[src/rtl/flash_seg_pkg.sv]
`timescale 1ns/1ps
package flash_seg_pkg;

  localparam int UNIT_SHIFT = 23;
  localparam int UNIT_W     = 8;

  typedef logic [UNIT_W-1:0] unit_t;

  typedef struct packed {
    unit_t end_u;
    unit_t start_u;
  } seg_t;

  function automatic logic [31:0] seg_to_word(input seg_t s);
    return {s.end_u, s.start_u, 16'h0000};
  endfunction

  // size in units; an end not above the start means an empty segment
  function automatic unit_t seg_size(input seg_t s);
    return (s.end_u > s.start_u) ? unit_t'(s.end_u - s.start_u) : '0;
  endfunction

endpackage

[src/rtl/flash_seg_regs.sv]
`timescale 1ns/1ps
module flash_seg_regs
  import flash_seg_pkg::*;
#(
  parameter int    NUM_CS   = 5,
  parameter int    CS_W     = 3,
  parameter unit_t BASE_U   = 8'h40,
  parameter unit_t TOP_U    = 8'h60,
  parameter unit_t CS0_SZ_U = 8'h08,
  parameter unit_t CSN_SZ_U = 8'h04
) (
  input  logic                   clk,
  input  logic                   rst_n,
  input  logic                   wr_en,
  input  logic [CS_W-1:0]        wr_sel,
  input  logic [31:0]            wr_data,
  output seg_t [NUM_CS-1:0]      seg_o,
  output logic                   wr_done,
  output logic                   wr_reject,
  output logic                   wr_misalign,
  output logic                   wr_overlap
);

  function automatic seg_t dflt(input int idx);
    seg_t s;
    int   st;
    int   sz;
    st = (idx == 0) ? int'(BASE_U)
                    : int'(BASE_U) + int'(CS0_SZ_U) + (idx - 1) * int'(CSN_SZ_U);
    sz = (idx == 0) ? int'(CS0_SZ_U) : int'(CSN_SZ_U);
    s.start_u = unit_t'(st);
    s.end_u   = unit_t'(st + sz);
    return s;
  endfunction

  seg_t [NUM_CS-1:0] seg_q, seg_d;
  logic              seg_en;
  logic              done_d, reject_d, misal_d, ovl_d;
  logic              done_q, reject_q, misal_q, ovl_q;

  seg_t              cur_seg, new_seg;
  logic              sel_ok, sel_zero, same_val, active, bad_range, misal, ovl;
  unit_t             new_sz;

  // write validation
  always_comb begin
    cur_seg = '0;
    sel_ok  = 1'b0;
    for (int i = 0; i < NUM_CS; i++) begin
      if (wr_sel == CS_W'(i)) begin
        cur_seg = seg_q[i];
        sel_ok  = 1'b1;
      end
    end
    sel_zero        = (wr_sel == '0);
    new_seg.end_u   = wr_data[31:24];
    new_seg.start_u = sel_zero ? BASE_U : wr_data[23:16];
    same_val        = (wr_data == seg_to_word(cur_seg));
    active          = wr_en && sel_ok && !same_val;
    bad_range       = (new_seg.end_u <= BASE_U) || (new_seg.start_u > TOP_U);
    new_sz          = seg_size(new_seg);
    misal           = (new_sz != '0) &&
                      ((new_seg.start_u & unit_t'(new_sz - 8'd1)) != '0);
    ovl = 1'b0;
    for (int i = 0; i < NUM_CS; i++) begin
      if ((wr_sel != CS_W'(i)) &&
          (new_seg.start_u < seg_q[i].end_u) &&
          (new_seg.end_u > seg_q[i].start_u)) begin
        ovl = 1'b1;
      end
    end
  end

  // next state
  always_comb begin
    seg_en = active && !bad_range;
    seg_d  = seg_q;
    for (int i = 0; i < NUM_CS; i++) begin
      if (seg_en && (wr_sel == CS_W'(i))) begin
        seg_d[i] = new_seg;
      end
    end
    done_d   = active;
    reject_d = active && bad_range;
    misal_d  = seg_en && misal;
    ovl_d    = seg_en && ovl;
  end

  // registers
  always_ff @(posedge clk or negedge rst_n) begin
    if (!rst_n) begin
      for (int i = 0; i < NUM_CS; i++) begin
        seg_q[i] <= dflt(i);
      end
    end else if (seg_en) begin
      seg_q <= seg_d;
    end
  end

  always_ff @(posedge clk or negedge rst_n) begin
    if (!rst_n) begin
      done_q   <= 1'b0;
      reject_q <= 1'b0;
      misal_q  <= 1'b0;
      ovl_q    <= 1'b0;
    end else begin
      done_q   <= done_d;
      reject_q <= reject_d;
      misal_q  <= misal_d;
      ovl_q    <= ovl_d;
    end
  end

  assign seg_o       = seg_q;
  assign wr_done     = done_q;
  assign wr_reject   = reject_q;
  assign wr_misalign = misal_q;
  assign wr_overlap  = ovl_q;

endmodule

[src/rtl/flash_seg_decode.sv]
`timescale 1ns/1ps
module flash_seg_decode
  import flash_seg_pkg::*;
#(
  parameter int NUM_CS = 5,
  parameter int CS_W   = 3
) (
  input  logic              clk,
  input  logic              rst_n,
  input  seg_t [NUM_CS-1:0] seg_i,
  input  logic [31:0]       addr,
  output logic              hit,
  output logic [CS_W-1:0]   cs,
  output logic [31:0]       offset
);

  logic [8:0]        addr_u;
  logic [NUM_CS-1:0] hit_vec;
  logic              hit_d, hit_q;
  logic [CS_W-1:0]   cs_d, cs_q;
  logic [31:0]       off_d, off_q;

  assign addr_u = addr[31:23];

  for (genvar g = 0; g < NUM_CS; g++) begin : g_cmp
    assign hit_vec[g] = (seg_size(seg_i[g]) != '0) &&
                        ({1'b0, seg_i[g].start_u} <= addr_u) &&
                        (addr_u < {1'b0, seg_i[g].end_u});
  end

  // lowest index wins: scan downward so the last match kept is the lowest
  always_comb begin
    hit_d = 1'b0;
    cs_d  = '0;
    off_d = '0;
    for (int i = NUM_CS - 1; i >= 0; i--) begin
      if (hit_vec[i]) begin
        hit_d = 1'b1;
        cs_d  = CS_W'(i);
        off_d = addr - {1'b0, seg_i[i].start_u, 23'h0};
      end
    end
  end

  always_ff @(posedge clk or negedge rst_n) begin
    if (!rst_n) begin
      hit_q <= 1'b0;
      cs_q  <= '0;
      off_q <= '0;
    end else begin
      hit_q <= hit_d;
      cs_q  <= cs_d;
      off_q <= off_d;
    end
  end

  assign hit    = hit_q;
  assign cs     = cs_q;
  assign offset = off_q;

endmodule

[src/rtl/flash_seg_wrap.sv]
`timescale 1ns/1ps
module flash_seg_wrap
  import flash_seg_pkg::*;
#(
  parameter int NUM_CS = 5,
  parameter int CS_W   = 3
) (
  input  logic              clk,
  input  logic              rst_n,
  input  seg_t [NUM_CS-1:0] seg_i,
  input  logic [CS_W-1:0]   loc_cs,
  input  logic [31:0]       loc_offset,
  output logic [31:0]       loc_wrapped,
  output logic              loc_invalid
);

  unit_t       sz_u;
  logic [31:0] sz_b;
  logic [31:0] wrap_d, wrap_q;
  logic        inv_d, inv_q;

  always_comb begin
    sz_u = '0;
    for (int i = 0; i < NUM_CS; i++) begin
      if (loc_cs == CS_W'(i)) begin
        sz_u = seg_size(seg_i[i]);
      end
    end
    sz_b = {1'b0, sz_u, 23'h0};
    if (sz_u == '0) begin
      inv_d  = 1'b1;
      wrap_d = '0;
    end else begin
      inv_d  = (loc_offset >= sz_b);
      wrap_d = loc_offset & (sz_b - 32'd1);
    end
  end

  always_ff @(posedge clk or negedge rst_n) begin
    if (!rst_n) begin
      wrap_q <= '0;
      inv_q  <= 1'b1;
    end else begin
      wrap_q <= wrap_d;
      inv_q  <= inv_d;
    end
  end

  assign loc_wrapped = wrap_q;
  assign loc_invalid = inv_q;

endmodule

[src/rtl/flash_seg_map.sv]
`timescale 1ns/1ps
module flash_seg_map
  import flash_seg_pkg::*;
#(
  parameter int          NUM_CS   = 5,
  parameter logic [31:0] WIN_BASE = 32'h2000_0000,
  parameter logic [31:0] WIN_SIZE = 32'h1000_0000,
  parameter logic [31:0] CS0_SIZE = 32'h0400_0000,
  parameter logic [31:0] CSN_SIZE = 32'h0200_0000,
  localparam int         CS_W     = (NUM_CS > 1) ? $clog2(NUM_CS) : 1
) (
  input  logic            clk,
  input  logic            rst_n,
  input  logic            wr_en,
  input  logic [CS_W-1:0] wr_sel,
  input  logic [31:0]     wr_data,
  input  logic [CS_W-1:0] rd_sel,
  output logic [31:0]     rd_data,
  output logic            wr_done,
  output logic            wr_reject,
  output logic            wr_misalign,
  output logic            wr_overlap,
  input  logic [31:0]     dec_addr,
  output logic            dec_hit,
  output logic [CS_W-1:0] dec_cs,
  output logic [31:0]     dec_offset,
  input  logic [CS_W-1:0] loc_cs,
  input  logic [31:0]     loc_offset,
  output logic [31:0]     loc_wrapped,
  output logic            loc_invalid
);

  localparam unit_t BASE_U   = unit_t'(WIN_BASE >> UNIT_SHIFT);
  localparam unit_t TOP_U    = unit_t'((WIN_BASE + WIN_SIZE) >> UNIT_SHIFT);
  localparam unit_t CS0_SZ_U = unit_t'(CS0_SIZE >> UNIT_SHIFT);
  localparam unit_t CSN_SZ_U = unit_t'(CSN_SIZE >> UNIT_SHIFT);

  seg_t [NUM_CS-1:0] seg_map;

  flash_seg_regs #(
    .NUM_CS(NUM_CS), .CS_W(CS_W), .BASE_U(BASE_U), .TOP_U(TOP_U),
    .CS0_SZ_U(CS0_SZ_U), .CSN_SZ_U(CSN_SZ_U)
  ) u_regs (
    .clk(clk), .rst_n(rst_n), .wr_en(wr_en), .wr_sel(wr_sel),
    .wr_data(wr_data), .seg_o(seg_map), .wr_done(wr_done),
    .wr_reject(wr_reject), .wr_misalign(wr_misalign), .wr_overlap(wr_overlap)
  );

  flash_seg_decode #(.NUM_CS(NUM_CS), .CS_W(CS_W)) u_dec (
    .clk(clk), .rst_n(rst_n), .seg_i(seg_map), .addr(dec_addr),
    .hit(dec_hit), .cs(dec_cs), .offset(dec_offset)
  );

  flash_seg_wrap #(.NUM_CS(NUM_CS), .CS_W(CS_W)) u_wrap (
    .clk(clk), .rst_n(rst_n), .seg_i(seg_map), .loc_cs(loc_cs),
    .loc_offset(loc_offset), .loc_wrapped(loc_wrapped),
    .loc_invalid(loc_invalid)
  );

  always_comb begin
    rd_data = '0;
    for (int i = 0; i < NUM_CS; i++) begin
      if (rd_sel == CS_W'(i)) begin
        rd_data = seg_to_word(seg_map[i]);
      end
    end
  end

endmodule

[config.mk]
export PLATFORM = sky130hd
export DESIGN_NAME = flash_seg_map
export DESIGN_NICKNAME = d
export VERILOG_FILES = /design/src/rtl/flash_seg_pkg.sv /design/src/rtl/flash_seg_regs.sv /design/src/rtl/flash_seg_decode.sv /design/src/rtl/flash_seg_wrap.sv /design/src/rtl/flash_seg_map.sv
export SDC_FILE = /design/constraint.sdc
export NUM_CORES = 1
export LEC_CHECK = 0
export BUFFER_PORTS_ARGS = -buffer_cell sky130_fd_sc_hd__buf_4
export CORE_AREA = 2 2 206 157
export DETAILED_ROUTE_END_ITERATION = 10
export DIE_AREA = 0 0 208 159
export PLACE_DENSITY = 0.67
export SYNTH_ARGS = -nofsm -noshare
export SYNTH_HDL_FRONTEND = slang
export SYNTH_SLANG_ARGS = --single-unit
[constraint.sdc]
create_clock -name clk -period 3.9 [get_ports clk]
set_input_delay 0.78 -clock clk [delete_from_list [all_inputs] [get_ports clk]]
set_output_delay 0.78 -clock clk [all_outputs]
set_load 0.1 [all_outputs]
# After elaboration in Yosys (flattened, before gate mapping)

Cells that the tools add are included.

Bits in registers: 153
Bits in latches: 0
RAM bits: 0
Bits in read-only memories: 0
Input bits: 108
Memories kept: 0

Add/sub/neg operators: 13
$mul: 0
Divide/modulo/power cells: 0
Order comparisons: 29
Equality and inequality tests: 17
Shift operators: 0
Mux-type cells: 49
Bitwise operators: 2
Reduce and logical (&&, ||, !) cells: 52

Operator list:

| operator              | count |
|---|---|
| $mux 32               | 11 |
| $sub 32x31->32        | 5 |
| $mux 8                | 12 |
| $gt 8x8->1            | 11 |
| $mux 16               | 5 |
| $reduce_bool 8->1     | 7 |
| $sub 8x8->8           | 6 |
| $le 8x9->1            | 5 |
| $lt 9x8->1            | 5 |
| $lt 8x8->1            | 5 |
| $and 32x32->32        | 1 |
| $eq 32x32->1          | 1 |
| $ge 32x31->1          | 1 |
| $logic_and 1x1->1     | 32 |
| $sub 31x1->32 const B | 1 |
| $eq 3x2->1 const B    | 6 |
| $mux 1                | 16 |
| $mux 3                | 5 |
| $reduce_and 2->1      | 5 |
| $eq 3x1->1 const B    | 3 |
| $eq 3x3->1 const B    | 3 |
| $logic_not 3->1       | 3 |
| $and 8x8->8           | 1 |
| $gt 8x7->1 const B    | 1 |
| 9 further kinds       | 11 |

# Depth between registers and ports, before layout

Depth in word-level cells: 12
Mapped depth: 21
Mapped depth without buffers: 20

# Hierarchy

From an unflattened synthesis, not the netlist that was laid out.

Cell total of the unflattened synthesis: 2042
Area, all modules: 17971.0 µm²

By module, submodules not included:

| module           | instances | cells each | area each (µm²) |
|---|---|---|---|
| flash_seg_regs   | 1         | 710        | 6801.5 |
| flash_seg_decode | 1         | 822        | 6769.0 |
| flash_seg_wrap   | 1         | 412        | 3599.7 |
| flash_seg_map    | 1         | 98         | 800.8 |

# Worst setup path before layout

Ideal clock, no wire load.

Path type: in2out
Start point: input port rd_sel[0]
End point: output port rd_data[31]
Data arrival time: 4.065 ns
Setup slack: -0.945 ns
Stages on the path: 5
Buffers on the path: 2
Path through: clkbuf_1 -> clkbuf_1 -> mux4_2 -> inv_1 -> o21ai_0

Word-level cells in the longest chain between the ends: 6
Elaborated cells on any way between the ends: 10

Ends and longest elaborated chain:

| element              | line                | text |
|---|---|---|
| from (decl)          | flash_seg_map.sv:17 | `input logic [CS_W-1:0] rd_sel,` |
| $logic_not 3->1      | flash_seg_map.sv:63 | `if (rd_sel == CS_W'(i)) begin` |
| $mux 32 (4 in a row) | flash_seg_map.sv:63 |  |
| $mux 32 (*)          | flash_seg_map.sv:63 |  |
| to (decl)            | flash_seg_map.sv:18 | `output logic [31:0] rd_data,` |

Every way passes the cells marked *; elsewhere a longest branch is shown, timed or not.

# Worst setup path after layout

Start point: register u_regs.seg_q, in the netlist u_regs.seg_o[19]
End point: register u_dec.off_q[15], in the netlist u_dec.offset[15]

Word-level cells in the longest chain between the ends: 7
Elaborated cells on any way between the ends: 9

Ends and longest elaborated chain:

| element                                          | line                   | text |
|---|---|---|
| from (decl)                                      | flash_seg_regs.sv:36   | `seg_t [NUM_CS-1:0] seg_q, seg_d;` |
| from (signal, indexed assignment)                | flash_seg_regs.sv:93   | `seg_q[i] <= dflt(i);` |
| from (signal assigned)                           | flash_seg_regs.sv:96   | `seg_q <= seg_d;` |
| $sub 8x8->8 / $gt 8x8->1 (equally long branches) | flash_seg_pkg.sv:20    | `return (s.end_u > s.start_u) ? unit_t'(s.end_u - s.start_u) : '0;` |
| $mux 8                                           | flash_seg_pkg.sv:20    |  |
| $reduce_bool 8->1                                | flash_seg_decode.sv:26 | `assign hit_vec[g] = (seg_size(seg_i[g]) != '0) &&` |
| $logic_and 1x1->1 (*)                            | flash_seg_decode.sv:26 |  |
| $logic_and 1x1->1 (*)                            | flash_seg_decode.sv:27 | `({1'b0, seg_i[g].start_u} <= addr_u) &&` |
| $mux 32 (*) (2 in a row)                         | flash_seg_decode.sv:37 | `if (hit_vec[i]) begin` |
| net u_dec.off_d[15]                              | flash_seg_decode.sv:21 | `logic [31:0] off_d, off_q;` |
| to (signal assigned)                             | flash_seg_decode.sv:49 | `off_q <= '0;` |
| to (signal assigned)                             | flash_seg_decode.sv:53 | `off_q <= off_d;` |
| to (decl)                                        | flash_seg_decode.sv:21 |  |

Mark *: on every way through the listed nets, which the timed path passes. The rest lies on a longest branch.
A chain may end at the register's enable or synchronous reset.

==> results.py <==
metrics = {
    "floorplan": {
        "die_area_sq_mm": 0.0331,
        "std_cell_rows": 56,
        "chipHeight_um": 159,
        "fp.dieW_um": 208,
        "ioPinCount": 213,
        "floorplan.core_area_sq_mm": 0.0310,
        "start_util_pct": 50.4,
    },
    "logic_synthesis": {
        "number_of_enable_type_register_cells_in_the_synthesized_netlist": 0,
        "ys_ff_latch": 153,
        "netlist_top_cells_area": "sky130_fd_sc_hd__dfrtp_1, sky130_fd_sc_hd__ha_1, sky130_fd_sc_hd__dfstp_2, sky130_fd_sc_hd__inv_1, sky130_fd_sc_hd__mux2i_1",
        "synthDistinctLibCells": 86,
        "synth_area_leader_cell": "sky130_fd_sc_hd__dfrtp_1",
        "post-synth-top-count-cell": "sky130_fd_sc_hd__ha_1",
        "async_flop_share_pct": 100,
        "ys_top_cells_by_count": "sky130_fd_sc_hd__ha_1, sky130_fd_sc_hd__inv_1, sky130_fd_sc_hd__dfrtp_1",
        "postSynth.topFlopCell": "sky130_fd_sc_hd__dfrtp_1",
        "postSynthCellCount": 1682,
        "synthesized_area_per_cell_sq_um": 9.28,
        "synthDominantCellAreaShare_pct": 20.5,
        "mappedNetlistArea_sq_mm": 0.0156,
        "ys.warnings.count": 0,
        "synth_sequential_area_ratio_pct": 24.7,
    },
    "routing": {
        "via_per_inst": 6.30,
        "detail_route.drc_violations": 0,
        "detail_route.iter0.violations": 2189,
        "drt-wirelength-per-cell_um": 26.8,
        "drt_first_pass_iters": 9,
        "drt_wl_total_mm": 67.7,
        "vias": 15900,
        "antenna_left": 0,
    },
    "clocking": {
        "cts_hold_buf": 0,
        "cts-root-to-sink-buffers": 2,
        "ctsRootBufferMaster": "sky130_fd_sc_hd__clkbuf_16",
        "clk_pin_slew_ps": 70,
        "tritoncts.num_buffers": 17,
        "source_to_sink_clock_delay_at_the_later_pin_of_the_worst_skew_pair_ps": 460,
        "cts-htree-levels": 4,
        "tritoncts": "done",
        "cts.sink_count": 153,
    },
    "grt": {
        "globalRouteTotalUtil_pct": 40.3,
        "first_global_vias": 15300,
        "global_route.overflow_total": 0,
        "wire_length_of_the_first_global_routing_pass_mm": 98.5,
        "maximum_number_of_pins_on_one_net_before_global_route_repair": 63,
        "grt_antenna_before_repair": 6,
    },
    "timing": {
        "max-slew-margin-rel_pct": 48.2,
        "finalSetupTns_ps": 0,
        "actual_slew_at_the_worst_max_slew_pin_ps": 775,
        "post-route-period-util_pct": 95.6,
        "drv_slew": 0,
        "finalHoldViolCount": 0,
        "final_count_of_negative_setup_slack_endpoints": 0,
        "post-route-worst-setup-slack_ps": 171,
        "achievable-frequency_ghz": 0.268,
        "period_needed_ps": 3730,
        "final.setup_skew_ps": 11.7,
    },
    "finish": {
        "layoutNonFillerInstCount": 2523,
        "layout-drive-gt1-share_pct": 29.4,
        "fin_nets": 2470,
        "fin_area_sq_mm": 0.0201,
        "p_r_area_growth_vs_syn_pct": 28.5,
        "n_fill_cell": 2610,
    },
    "critical_path": {
        "worstPathArrival_ps": 4070,
        "cp_max_fo": 24,
        "crit_start": "u_regs.seg_o[19]",
        "critPathCaptureType": "flip-flop",
        "regToRegStartpoint": "u_regs.seg_o[19]",
        "timing.reg2reg.setup_slack_ps": 170,
        "critPathRequiredTime_ps": 4240,
        "timing.critical_path.from_type": "flip-flop",
        "critPathKind": "flip-flop to flip-flop",
    },
    "place": {
        "placed_cells_incl_taps": 2485,
        "place.gp.congestion": 1.04,
        "placement.setup.worst_slack_ps": -298,
        "hpwl_mm": 54.4,
        "buffer_ports.inserted": 196,
        "placed_cell_area_sq_mm": 0.0193,
    },
    "run_status": {
        "status": "complete, no violations",
    },
    "flow_run": {
        "max-cap-violations": 0,
    },
    "worst_hold_path": {
        "min_path_type": "input pin to async pin",
    },
    "power_and_ir_drop": {
        "p_per_area_mw_per_mm2": 551,
        "power.ir.vdd_worst_v": 0.000308,
        "power.leakage_nw": 9.68,
    },
}
[critical path, cell delays in order (launching register included)]
cell and delay [ps]:
sky130_fd_sc_hd__dfstp_2 630, sky130_fd_sc_hd__inv_1 160, sky130_fd_sc_hd__ha_4 290, sky130_fd_sc_hd__nor2_1 270, sky130_fd_sc_hd__a21oi_1 150, sky130_fd_sc_hd__a21boi_0 250, sky130_fd_sc_hd__xnor2_1 110, sky130_fd_sc_hd__or4b_2 830
sky130_fd_sc_hd__a21oi_2 370, sky130_fd_sc_hd__and3_1 270, sky130_fd_sc_hd__buf_12 170, sky130_fd_sc_hd__nor2b_1 70
[cell type report]
cell class              instances  area (sq um)  share of cell area (%)
multi-input cells            1339         11100                    55.5
diodes                          3          7.51                  0.0374
inverters                     147           552                    2.75
clock buffers                  17           425                    2.12
clock inverters                15           143                   0.711
flip-flops and latches        153          3860                    19.3
repair buffers                443          3430                    17.1
well taps                     406           508                    2.53
[worst paths after layout]
| kind | depth (start not counted) | end |
|---|---|---|
| max | 11 | u_dec.offset[15] |
| min | 1 | u_regs.seg_o[71] |
| max reg2reg | 11 | u_dec.offset[15] |
| min reg2reg | 2 | u_regs.seg_o[72] |
| max in group asynchronous | 2 | u_regs.seg_o[11] |
| min in group clk | 2 | u_dec.offset[5] |
[cells by family after synthesis]
group,Yosys count,synth area share (%)
fa+ha+maj,261,21.4
flops,153,24.7
other cells,1,0.0240
compound gates,422,18.3
xor+xnor,71,3.98
simple gates,457,16.1
buf+inv,206,5.94
mux,111,9.51
[state kept, by name, indices dropped and copies added (netlist names)]
signal / count
u_regs.seg_o: 80
u_dec.offset: 32
u_wrap.loc_wrapped: 32
u_dec.cs: 3
u_dec.hit: 1
u_regs.wr_done: 1
u_regs.wr_misalign: 1
u_regs.wr_overlap: 1
u_regs.wr_reject: 1
u_wrap.loc_invalid: 1
[cells in the final DEF (no fill, tap or decap), drive strengths merged, types with 15 or more instances in the layout]
master and n:
nor2 86, nor4 21, buf 443, ha 250, nand2b 36, xnor2 53, dfstp 25, nand2 63
o21a 21, and3 15, xor2 18, clkbuf 17, nand3 34, nand4 36, a21oi 83, a211oi 29
a21o 33, nor3 22, mux2 37, and2 35, mux2i 52, o21ai 92, nor2b 60, inv 151
conb 17, a22oi 27, dfrtp 128, o22ai 21, mux4 22
[stage by stage]
stage,total power [mW],hold WS [ps],util [%]
2_1_floorplan,6.61,484,-
3_3_place_gp,8.98,535,62.4
3_5_place_dp,9.06,553,62.4
4_1_cts,10.8,368,64.3
5_1_grt,11.5,388,64.8
6_report,11.0,343,64.8
[where the power goes]
group / leakage (nW) / switching (mW) / internal [mW] / total, mW
registers: 1.86 / 0.247 / 1.96 / 2.20
logic: 7.55 / 4.60 / 2.55 / 7.15
clock network: 0.274 / 0.796 / 0.891 / 1.69
[metal layers]
layer / wire [um] / track usage (%)
met1: 28700 / 57.5
met4: 3020 / 15.7
met3: 9750 / 15.5
met2: 26200 / 54.2
met5: 0 / 0
[repair_timing]
item                       4_1_cts  5_1_grt
setup endpoints to repair        1       32
buffers inserted                 0        3
gates resized for setup          6       24
pin swaps                        3        8
(Power assumes the default switching activity.)
